### src/rtl/isw_pkg.sv
package isw_pkg;
  localparam int LFSR_W = 8;
  localparam logic [LFSR_W-1:0] LFSR_TAPS = 8'hB8;

  // Galois step, maximal length for x^8+x^6+x^5+x^4+1
  function automatic logic [LFSR_W-1:0] lfsr_step(input logic [LFSR_W-1:0] s);
    return {1'b0, s[LFSR_W-1:1]} ^ (s[0] ? LFSR_TAPS : '0);
  endfunction

  // (base + off) mod n for base, off below n
  function automatic int wrap_idx(input int base, input int off, input int n);
    int v;
    v = base + off;
    if (v >= n) v = v - n;
    return v;
  endfunction
endpackage

### src/rtl/isw_in_queue.sv
module isw_in_queue #(
  parameter int DEPTH  = 8,
  parameter int CELL_W = 18,
  parameter int IW     = 3,
  parameter int CNTW   = 4
) (
  input  logic              clk,
  input  logic              rst_n,
  input  logic              push,
  input  logic [CELL_W-1:0] push_cell,
  input  logic              pop,
  input  logic [IW-1:0]     pop_idx,
  output logic [CELL_W-1:0] ent [DEPTH],
  output logic [CNTW-1:0]   cnt,
  output logic              full,
  output logic              drop
);
  logic [CELL_W-1:0] ent_q [DEPTH];
  logic [CELL_W-1:0] ent_d [DEPTH];
  logic [CNTW-1:0]   cnt_q, cnt_d, base;
  logic              drop_q, drop_d;

  assign full = (cnt_q == CNTW'(DEPTH));

  // next state: compact out the popped entry, then append behind the survivors
  always_comb begin
    ent_d = ent_q;
    base  = cnt_q;
    if (pop) begin
      for (int j = 0; j < DEPTH - 1; j++) begin
        if (j >= int'(pop_idx)) ent_d[j] = ent_q[j+1];
      end
      base = cnt_q - CNTW'(1);
    end
    drop_d = push && full;
    cnt_d  = base;
    if (push && !full) begin
      for (int j = 0; j < DEPTH; j++) begin
        if (j == int'(base)) ent_d[j] = push_cell;
      end
      cnt_d = base + CNTW'(1);
    end
  end

  always_ff @(posedge clk) begin
    if (push || pop) ent_q <= ent_d;
  end

  always_ff @(posedge clk or negedge rst_n) begin
    if (!rst_n) begin
      cnt_q  <= '0;
      drop_q <= 1'b0;
    end else begin
      cnt_q  <= cnt_d;
      drop_q <= drop_d;
    end
  end

  assign ent  = ent_q;
  assign cnt  = cnt_q;
  assign drop = drop_q;

  assert_no_overflow_R10: assert property (@(posedge clk) disable iff (!rst_n)
    int'(cnt_q) <= DEPTH) else $error("queue count above depth");

  assert_pop_in_range_R7: assert property (@(posedge clk) disable iff (!rst_n)
    pop |-> (int'(pop_idx) < int'(cnt_q))) else $error("pop beyond occupancy");

  assert_drop_keeps_count_R10: assert property (@(posedge clk) disable iff (!rst_n)
    (push && full && !pop) |=> (cnt_q == $past(cnt_q) && drop_q)) else $error("full arrival changed queue");
endmodule

### src/rtl/isw_lfsr.sv
module isw_lfsr
  import isw_pkg::*;
#(
  parameter int                N    = 4,
  parameter int                SW   = 2,
  parameter logic [LFSR_W-1:0] SEED = 8'h5A
) (
  input  logic          clk,
  input  logic          rst_n,
  output logic [SW-1:0] start
);
  localparam logic [LFSR_W-1:0] SEED_NZ = (SEED == '0) ? LFSR_W'(1) : SEED;

  logic [LFSR_W-1:0] st_q, st_d;

  always_comb st_d = lfsr_step(st_q);

  always_ff @(posedge clk or negedge rst_n) begin
    if (!rst_n) st_q <= SEED_NZ;
    else        st_q <= st_d;
  end

  assign start = SW'(int'(st_q) % N);

  assert_lfsr_alive_R5: assert property (@(posedge clk) disable iff (!rst_n)
    st_q != '0) else $error("arbiter LFSR stuck at zero");
endmodule

### src/rtl/isw_matcher.sv
module isw_matcher
  import isw_pkg::*;
#(
  parameter int N    = 4,
  parameter int W    = 8,
  parameter int SW   = 2,
  parameter int IW   = 3,
  parameter int CNTW = 4
) (
  input  logic            clk,
  input  logic            rst_n,
  input  logic            la_en,
  input  logic [CNTW-1:0] cnt      [N],
  input  logic [SW-1:0]   win_dest [N][W],
  input  logic [SW-1:0]   start    [N],
  output logic [N-1:0]    in_go,
  output logic [IW-1:0]   in_pick  [N],
  output logic [N-1:0]    out_go,
  output logic [SW-1:0]   out_src  [N]
);
  // round k: every unmatched input offers its k-th cell to a still-free output;
  // each output scans requesters from its own pseudo-random start index
  always_comb begin
    in_go  = '0;
    out_go = '0;
    for (int i = 0; i < N; i++) begin
      in_pick[i] = '0;
      out_src[i] = '0;
    end
    for (int k = 0; k < W; k++) begin
      if (k == 0 || la_en) begin
        for (int o = 0; o < N; o++) begin
          for (int r = 0; r < N; r++) begin
            if (!out_go[o]
                && !in_go[wrap_idx(int'(start[o]), r, N)]
                && int'(cnt[wrap_idx(int'(start[o]), r, N)]) > k
                && win_dest[wrap_idx(int'(start[o]), r, N)][k] == SW'(o)) begin
              out_go[o] = 1'b1;
              out_src[o] = SW'(wrap_idx(int'(start[o]), r, N));
              in_go[wrap_idx(int'(start[o]), r, N)] = 1'b1;
              in_pick[wrap_idx(int'(start[o]), r, N)] = IW'(k);
            end
          end
        end
      end
    end
  end

  for (genvar gi = 0; gi < N; gi++) begin : g_chk
    assert_head_only_R6: assert property (@(posedge clk) disable iff (!rst_n)
      (!la_en && in_go[gi]) |-> (in_pick[gi] == '0)) else $error("non-head pick with lookahead off");
    assert_window_R7: assert property (@(posedge clk) disable iff (!rst_n)
      in_go[gi] |-> (int'(in_pick[gi]) < W && int'(in_pick[gi]) < int'(cnt[gi]))) else $error("pick outside window");
  end
endmodule

### src/rtl/isw_sched.sv
module isw_sched
  import isw_pkg::*;
#(
  parameter int                N     = 4,
  parameter int                DEPTH = 8,
  parameter int                W     = 8,
  parameter int                DW    = 16,
  parameter int                CNT_W = 16,
  parameter logic [LFSR_W-1:0] SEED  = 8'h5A,
  localparam int               SW    = $clog2(N)
) (
  input  logic               clk,
  input  logic               rst_n,
  input  logic               lookahead_en,
  input  logic [N-1:0]       in_valid,
  input  logic [N*SW-1:0]    in_dest,
  input  logic [N*DW-1:0]    in_data,
  output logic [N-1:0]       q_full,
  output logic [N-1:0]       drop_pulse,
  output logic [N-1:0]       out_valid,
  output logic [N*SW-1:0]    out_src,
  output logic [N*DW-1:0]    out_data,
  output logic [N*CNT_W-1:0] dep_count
);
  localparam int IW     = $clog2(DEPTH);
  localparam int CNTW   = $clog2(DEPTH + 1);
  localparam int CELL_W = SW + DW;

  // reset: asserted asynchronously, released on the clock
  logic [1:0] rs_q;
  logic       rst_i_n;
  always_ff @(posedge clk or negedge rst_n) begin
    if (!rst_n) rs_q <= '0;
    else        rs_q <= {rs_q[0], 1'b1};
  end
  assign rst_i_n = rs_q[1];

  logic [CELL_W-1:0] q_ent    [N][DEPTH];
  logic [CNTW-1:0]   q_cnt    [N];
  logic [SW-1:0]     win_dest [N][W];
  logic [SW-1:0]     arb_start[N];
  logic [N-1:0]      in_go, out_go;
  logic [IW-1:0]     in_pick  [N];
  logic [SW-1:0]     out_src_c[N];

  for (genvar gi = 0; gi < N; gi++) begin : g_in
    isw_in_queue #(.DEPTH(DEPTH), .CELL_W(CELL_W), .IW(IW), .CNTW(CNTW)) u_q (
      .clk       (clk),
      .rst_n     (rst_i_n),
      .push      (in_valid[gi]),
      .push_cell ({in_dest[gi*SW +: SW], in_data[gi*DW +: DW]}),
      .pop       (in_go[gi]),
      .pop_idx   (in_pick[gi]),
      .ent       (q_ent[gi]),
      .cnt       (q_cnt[gi]),
      .full      (q_full[gi]),
      .drop      (drop_pulse[gi])
    );
    for (genvar gk = 0; gk < W; gk++) begin : g_win
      assign win_dest[gi][gk] = q_ent[gi][gk][CELL_W-1:DW];
    end
  end

  for (genvar go = 0; go < N; go++) begin : g_arb
    isw_lfsr #(.N(N), .SW(SW), .SEED(SEED ^ LFSR_W'(37 * go))) u_lfsr (
      .clk   (clk),
      .rst_n (rst_i_n),
      .start (arb_start[go])
    );
  end

  isw_matcher #(.N(N), .W(W), .SW(SW), .IW(IW), .CNTW(CNTW)) u_match (
    .clk      (clk),
    .rst_n    (rst_i_n),
    .la_en    (lookahead_en),
    .cnt      (q_cnt),
    .win_dest (win_dest),
    .start    (arb_start),
    .in_go    (in_go),
    .in_pick  (in_pick),
    .out_go   (out_go),
    .out_src  (out_src_c)
  );

  // crossbar select and output registers
  logic [CELL_W-1:0] out_cell_d [N];
  logic [N-1:0]      ov_q;
  logic [SW-1:0]     os_q [N];
  logic [DW-1:0]     od_q [N];
  logic [CNT_W-1:0]  dc_q [N];
  logic [CNT_W-1:0]  dc_d [N];

  always_comb begin
    for (int o = 0; o < N; o++) begin
      out_cell_d[o] = q_ent[out_src_c[o]][in_pick[out_src_c[o]]];
      dc_d[o]       = dc_q[o] + CNT_W'(out_go[o]);
    end
  end

  always_ff @(posedge clk or negedge rst_i_n) begin
    if (!rst_i_n) begin
      ov_q <= '0;
      for (int o = 0; o < N; o++) dc_q[o] <= '0;
    end else begin
      ov_q <= out_go;
      for (int o = 0; o < N; o++) dc_q[o] <= dc_d[o];
    end
  end

  always_ff @(posedge clk) begin
    for (int o = 0; o < N; o++) begin
      if (out_go[o]) begin
        os_q[o] <= out_src_c[o];
        od_q[o] <= out_cell_d[o][DW-1:0];
      end
    end
  end

  for (genvar go = 0; go < N; go++) begin : g_out
    assign out_valid[go]                = ov_q[go];
    assign out_src[go*SW +: SW]         = os_q[go];
    assign out_data[go*DW +: DW]        = od_q[go];
    assign dep_count[go*CNT_W +: CNT_W] = dc_q[go];

    assert_count_step_R11: assert property (@(posedge clk) disable iff (!rst_i_n)
      dc_q[go] == $past(dc_q[go]) + CNT_W'(ov_q[go])) else $error("departure counter step");

    for (genvar gp = go + 1; gp < N; gp++) begin : g_pair
      assert_single_input_grant_R3: assert property (@(posedge clk) disable iff (!rst_i_n)
        !(ov_q[go] && ov_q[gp] && os_q[go] == os_q[gp])) else $error("input granted twice");
    end
  end
endmodule

### config.mk
export PLATFORM = sky130hd
export DESIGN_NAME = isw_sched
export DESIGN_NICKNAME = d
export VERILOG_FILES = /design/src/rtl/isw_pkg.sv /design/src/rtl/isw_in_queue.sv /design/src/rtl/isw_lfsr.sv /design/src/rtl/isw_matcher.sv /design/src/rtl/isw_sched.sv
export SDC_FILE = /design/constraint.sdc
export NUM_CORES = 2
export LEC_CHECK = 0
export BUFFER_PORTS_ARGS = -buffer_cell sky130_fd_sc_hd__buf_2
export CAP_MARGIN = 40
export CORE_MARGIN = 2
export CORE_UTILIZATION = 53
export CTS_BUF_LIST = sky130_fd_sc_hd__clkbuf_4
export DETAILED_ROUTE_END_ITERATION = 7
export PLACE_DENSITY = 0.77
export SKIP_CTS_REPAIR_TIMING = 1
export SYNTH_ARGS = -nofsm -noshare
export SYNTH_HDL_FRONTEND = slang
export SYNTH_HIERARCHICAL = 1
export SYNTH_SLANG_ARGS = --single-unit
### constraint.sdc
create_clock -name clk -period 5.2 [get_ports clk]
set_clock_uncertainty 0.05 [all_clocks]
set_input_delay 0.52 -clock clk [delete_from_list [all_inputs] [get_ports clk]]
set_output_delay 0.52 -clock clk [all_outputs]
set_load 0.05 [all_outputs]
==> metrics.txt, run 1 <==
run status=did not finish; Stop stage=5_1_grt; Run Error=[ERROR GRT-0232] Routing congestion too high. Check the congestion heatmap in the GUI.; kind of the worst endpoint=register data pin; IO Port Bufs=226; buffer cell driving the clock tree root=clkbuf_4; net count after synthesis=7986; number of warnings printed during yosys synthesis=6; top cells by area in the synthesized netlist=edfxtp_1 22%, mux4_2 15%, mux2_2 12%, mux2_4 3.4%, dfrtp_1 3.0%; synthesized area=88600 sq um; number of rows created at floorplan=150; most frequent cells after synthesis=951 x mux2_2, 648 x edfxtp_1, 572 x mux4_2, 519 x nand2_1, 416 x nor2_1; EDFF count, synth=648; initial cell density of the core=0.532; vertical die dimension=413 um; clock buffers created by TritonCTS=185; Post-Syn Instances=7862; maximum number of pins on one net before global-route repair=70; DPL Wire Length=380000 um; area leader, netlist=edfxtp_1; overall die width=413 um; GR Overflow Total=213; Main synth FF type=edfxtp_1; FF+latch count, synth=770; Mapped Avg Cell Area=11.3 sq um; instance area after placement=111000 sq um; synth unique cells=209; sequential-to-total area share from yosys stat=0.254; I/O pin count=227; CTS HTree Levels=4; pin ending the worst setup path after global-route repair=od_q[3][5]$_DFFE_PP_/D; number of buffers on the longest clock path=3; asr flop ratio synth=0.158; number of placed instances with taps included=12300; area fraction of the dominant cell type after synthesis=0.220; most numerous cell in the Yosys netlist=mux2_2; total global-route track usage=0.769; routability congestion estimate from global placement=1.16; # clock sinks=770
## stage by stage
step                 util  hold WS [ns]  setup WS [ns]
floorplan               -         0.174         -57.75
global placement    0.667         0.254         -64.91
detailed placement  0.668        0.0889         -65.30
CTS                 0.683         -1.06         -65.81
## cells by family after synthesis
family                     count (synthesis)  share of synthesized area
AOI/OAI and AO/OA                       2208                      0.214
and+or+nand+nor                         2067                      0.124
muxes                                   1896                      0.322
buffers and inverters                    795                     0.0712
DFF                                      770                      0.254
xor gates and xnor gates                  80                    0.00791
adders and majority gates                 45                    0.00635
other                                      1                  0.0000423
## routing by layer
| layer | GRT overflow | global-route usage |
|---|---|---|
| met3 | 5 | 0.617 |
| met1 | 6 | 0.768 |
| met2 | 98 | 0.931 |
| met5 | 2 | 0.326 |
| met4 | 102 | 0.771 |
==> run 2: changes to the inputs <==
- CORE_UTILIZATION: 53 -> 38
- CTS_BUF_LIST: sky130_fd_sc_hd__clkbuf_4 -> unset
- PLACE_DENSITY: 0.77 -> unset
- PLACE_DENSITY_LB_ADDON: unset -> 0.15
==> metrics.txt, run 2 <==
run status=complete, but fails checks; failing checks=negative setup slack; most frequent cells in the layout=2698 x buf_4, 936 x mux2_2, 648 x edfxtp_1; number of flip-flops under the largest register name=576; total global-route track usage=0.421; highest fanout seen on the critical path=8; final slew viol count=0; critical path data arrival time=69.09 ns; post-route worst setup slack=-63.30 ns; class of the worst hold path=input port to flip-flop; area leader, netlist=edfxtp_1; slew of the pin with the lowest slew margin=0.925 ns; most numerous cell in the Yosys netlist=mux2_2; number of violations reported at the end of detailed-routing iteration 0=11100; met1 Use GR=0.486; share of layout cells above drive strength 1=0.604; routed length per placed instance=38.3 um; routed wire length=525000 um; Remaining DRCs=0; clock-pin slew of the registers on the worst-case setup and hold paths=0.06 ns; total vias in the final route=92000; synth unique cells=209; vias per std cell=6.71; Highest Clock Rate=14.6 MHz; instance area after placement=114000 sq um; Layout Cell Area excl Fill=123000 sq um; synthesized area=88600 sq um; clock buffers created by TritonCTS=89; gr busiest metal=met2; maximum number of pins on one net before global-route repair=55; time the worst path needs with I/O delays and setup=68.50 ns; RSZ-0062 raised after global routing=true; Mapped Avg Cell Area=11.3 sq um; number of cells on the worst reg-to-reg path=277; most frequent cells after synthesis=951 x mux2_2, 648 x edfxtp_1, 572 x mux4_2, 519 x nand2_1, 416 x nor2_1; vertical die dimension=487 um; post-route ant nets=0; buffer cell driving the clock tree root=clkbuf_16; antenna violations before repair=31; net count after synthesis=7986; Relative slew margins=0.378; fraction of met3 tracks used by global routing=0.0833; Main synth FF type=edfxtp_1; required time reported for the critical path endpoint=5.79 ns; sequential-to-total area share from yosys stat=0.254; number of endpoints with negative hold slack in the final report=0; portion of the clock cycle consumed by the worst path in the final layout=13.2; TritonCTS clock tree=built; asr flop ratio synth=0.158; Post-Syn Instances=7862; DPL Wire Length=402000 um; routability congestion estimate from global placement=1.09; wire length of the first global-routing pass=705000 um; initial cell density of the core=0.381; EDFF count, synth=648; Reg-to-Reg Start=g_arb[0].u_lfsr/st_q[1]; number of buffers on the longest clock path=3; I/O pin count=227; Setup TNS=-81385.40 ns; core region area=232000 sq um; Startpoint Class=flip-flop; met2 Use GR=0.664; number of maximum-capacitance violations=0; IO Port Bufs=226; most frequent standard cell in the layout excluding fill and tap cells=buf_4; top cells by area in the synthesized netlist=edfxtp_1 22%, mux4_2 15%, mux2_2 12%, mux2_4 3.4%, dfrtp_1 3.0%; CTS HTree Levels=3; Critical Path End=od_q[0][2]; GR Overflow Total=0; Crit Path Category=flip-flop to flip-flop; register-to-register path setup slack=-63.30 ns; Reg-to-Reg End=od_q[0][2]; number of rows created at floorplan=177; DRT Pass-1 Iters=6; CP max stage cell=mux4_4; crit-path max cell delay=0.69 ns; number of global-route vias before repair=88700; die outline area=237000 sq um; Critical Path Sink Type=flip-flop; final setup fails=1308; overall die width=487 um; Layout area overhead=39.2%; number of nets in the layout=10700; cell repeated most along the worst path=buf_4; # clock sinks=770; number of warnings printed during yosys synthesis=6; clock network latency to the later pin of the worst-skew pair=0.79 ns; critical path launch point=g_arb[0].u_lfsr/st_q[1]; area fraction of the dominant cell type after synthesis=0.220; FF+latch count, synth=770
## run 2: worst max-delay path, delay by kind of cell (launching register included)
family / cells / cell delay [ns]
multiplexers: 4 / 1.92
adder cells (fa/ha/maj): 1 / 0.29
buffers and inverters: 60 / 10.09
AO/OA/AOI/OAI: 169 / 43.46
AND/OR/NAND/NOR: 43 / 11.90
flip-flops: 1 / 0.54
## run 2: kinds of logic (layout without fill, tap and decap cells)
group,count (synthesis),in the layout,share of synthesized area
xor gates and xnor gates,80,80,0.00791
muxes,1896,1896,0.322
DFF,770,770,0.254
other,1,22,0.0000423
adders and majority gates,45,45,0.00635
and+or+nand+nor,2067,2067,0.124
AOI/OAI and AO/OA,2208,2209,0.214
buffers and inverters,795,3582,0.0712
## run 2: final cells by class
class	count	area, sq um
fillers	20600	109000
diodes	21	52.6
inverters	138	567
flip-flops and latches	770	22600
clock buffers	107	2350
multi-input cells	6298	65500
clock inverters	57	663
repair buffers	3280	27900
well taps	3043	3810
## run 2: routing by layer
layer,part of all wire,routed length [um]
met1,0.35,184000
met2,0.45,234000
met3,0.089,46600
met4,0.12,60600
met5,0.00026,136
## run 2: worst min-delay path by stage
stage                      startpoint            endpoint  cells past startpoint
after floorplan                 rst_n             rs_q[0]                      0
after global placement          rst_n             rs_q[0]                      1
after detailed placement        rst_n             rs_q[0]                      1
after CTS                       rst_n             rs_q[1]                      1
after global routing            rst_n             rs_q[1]                      2
final                     in_data[50]  g_in[3].u_q/ent[2]                      1
## run 2: stage by stage
step | utilization | hold WS, ns | setup slack (ns) | std cells
floorplan | - | 0.174 | -57.75 | 7862
global placement | 0.492 | 0.255 | -66.41 | 13300
detailed placement | 0.492 | 0.257 | -65.45 | 13300
CTS | 0.505 | -0.558 | -65.80 | 13500
global route | 0.531 | 0.0183 | -64.93 | 13700
finish | 0.531 | 0.0173 | -63.30 | 13700
Power of run 2 is left out: the tool's default activity adds up to more than one toggle a clock period on the data nets, which glitch-free logic cannot reach.
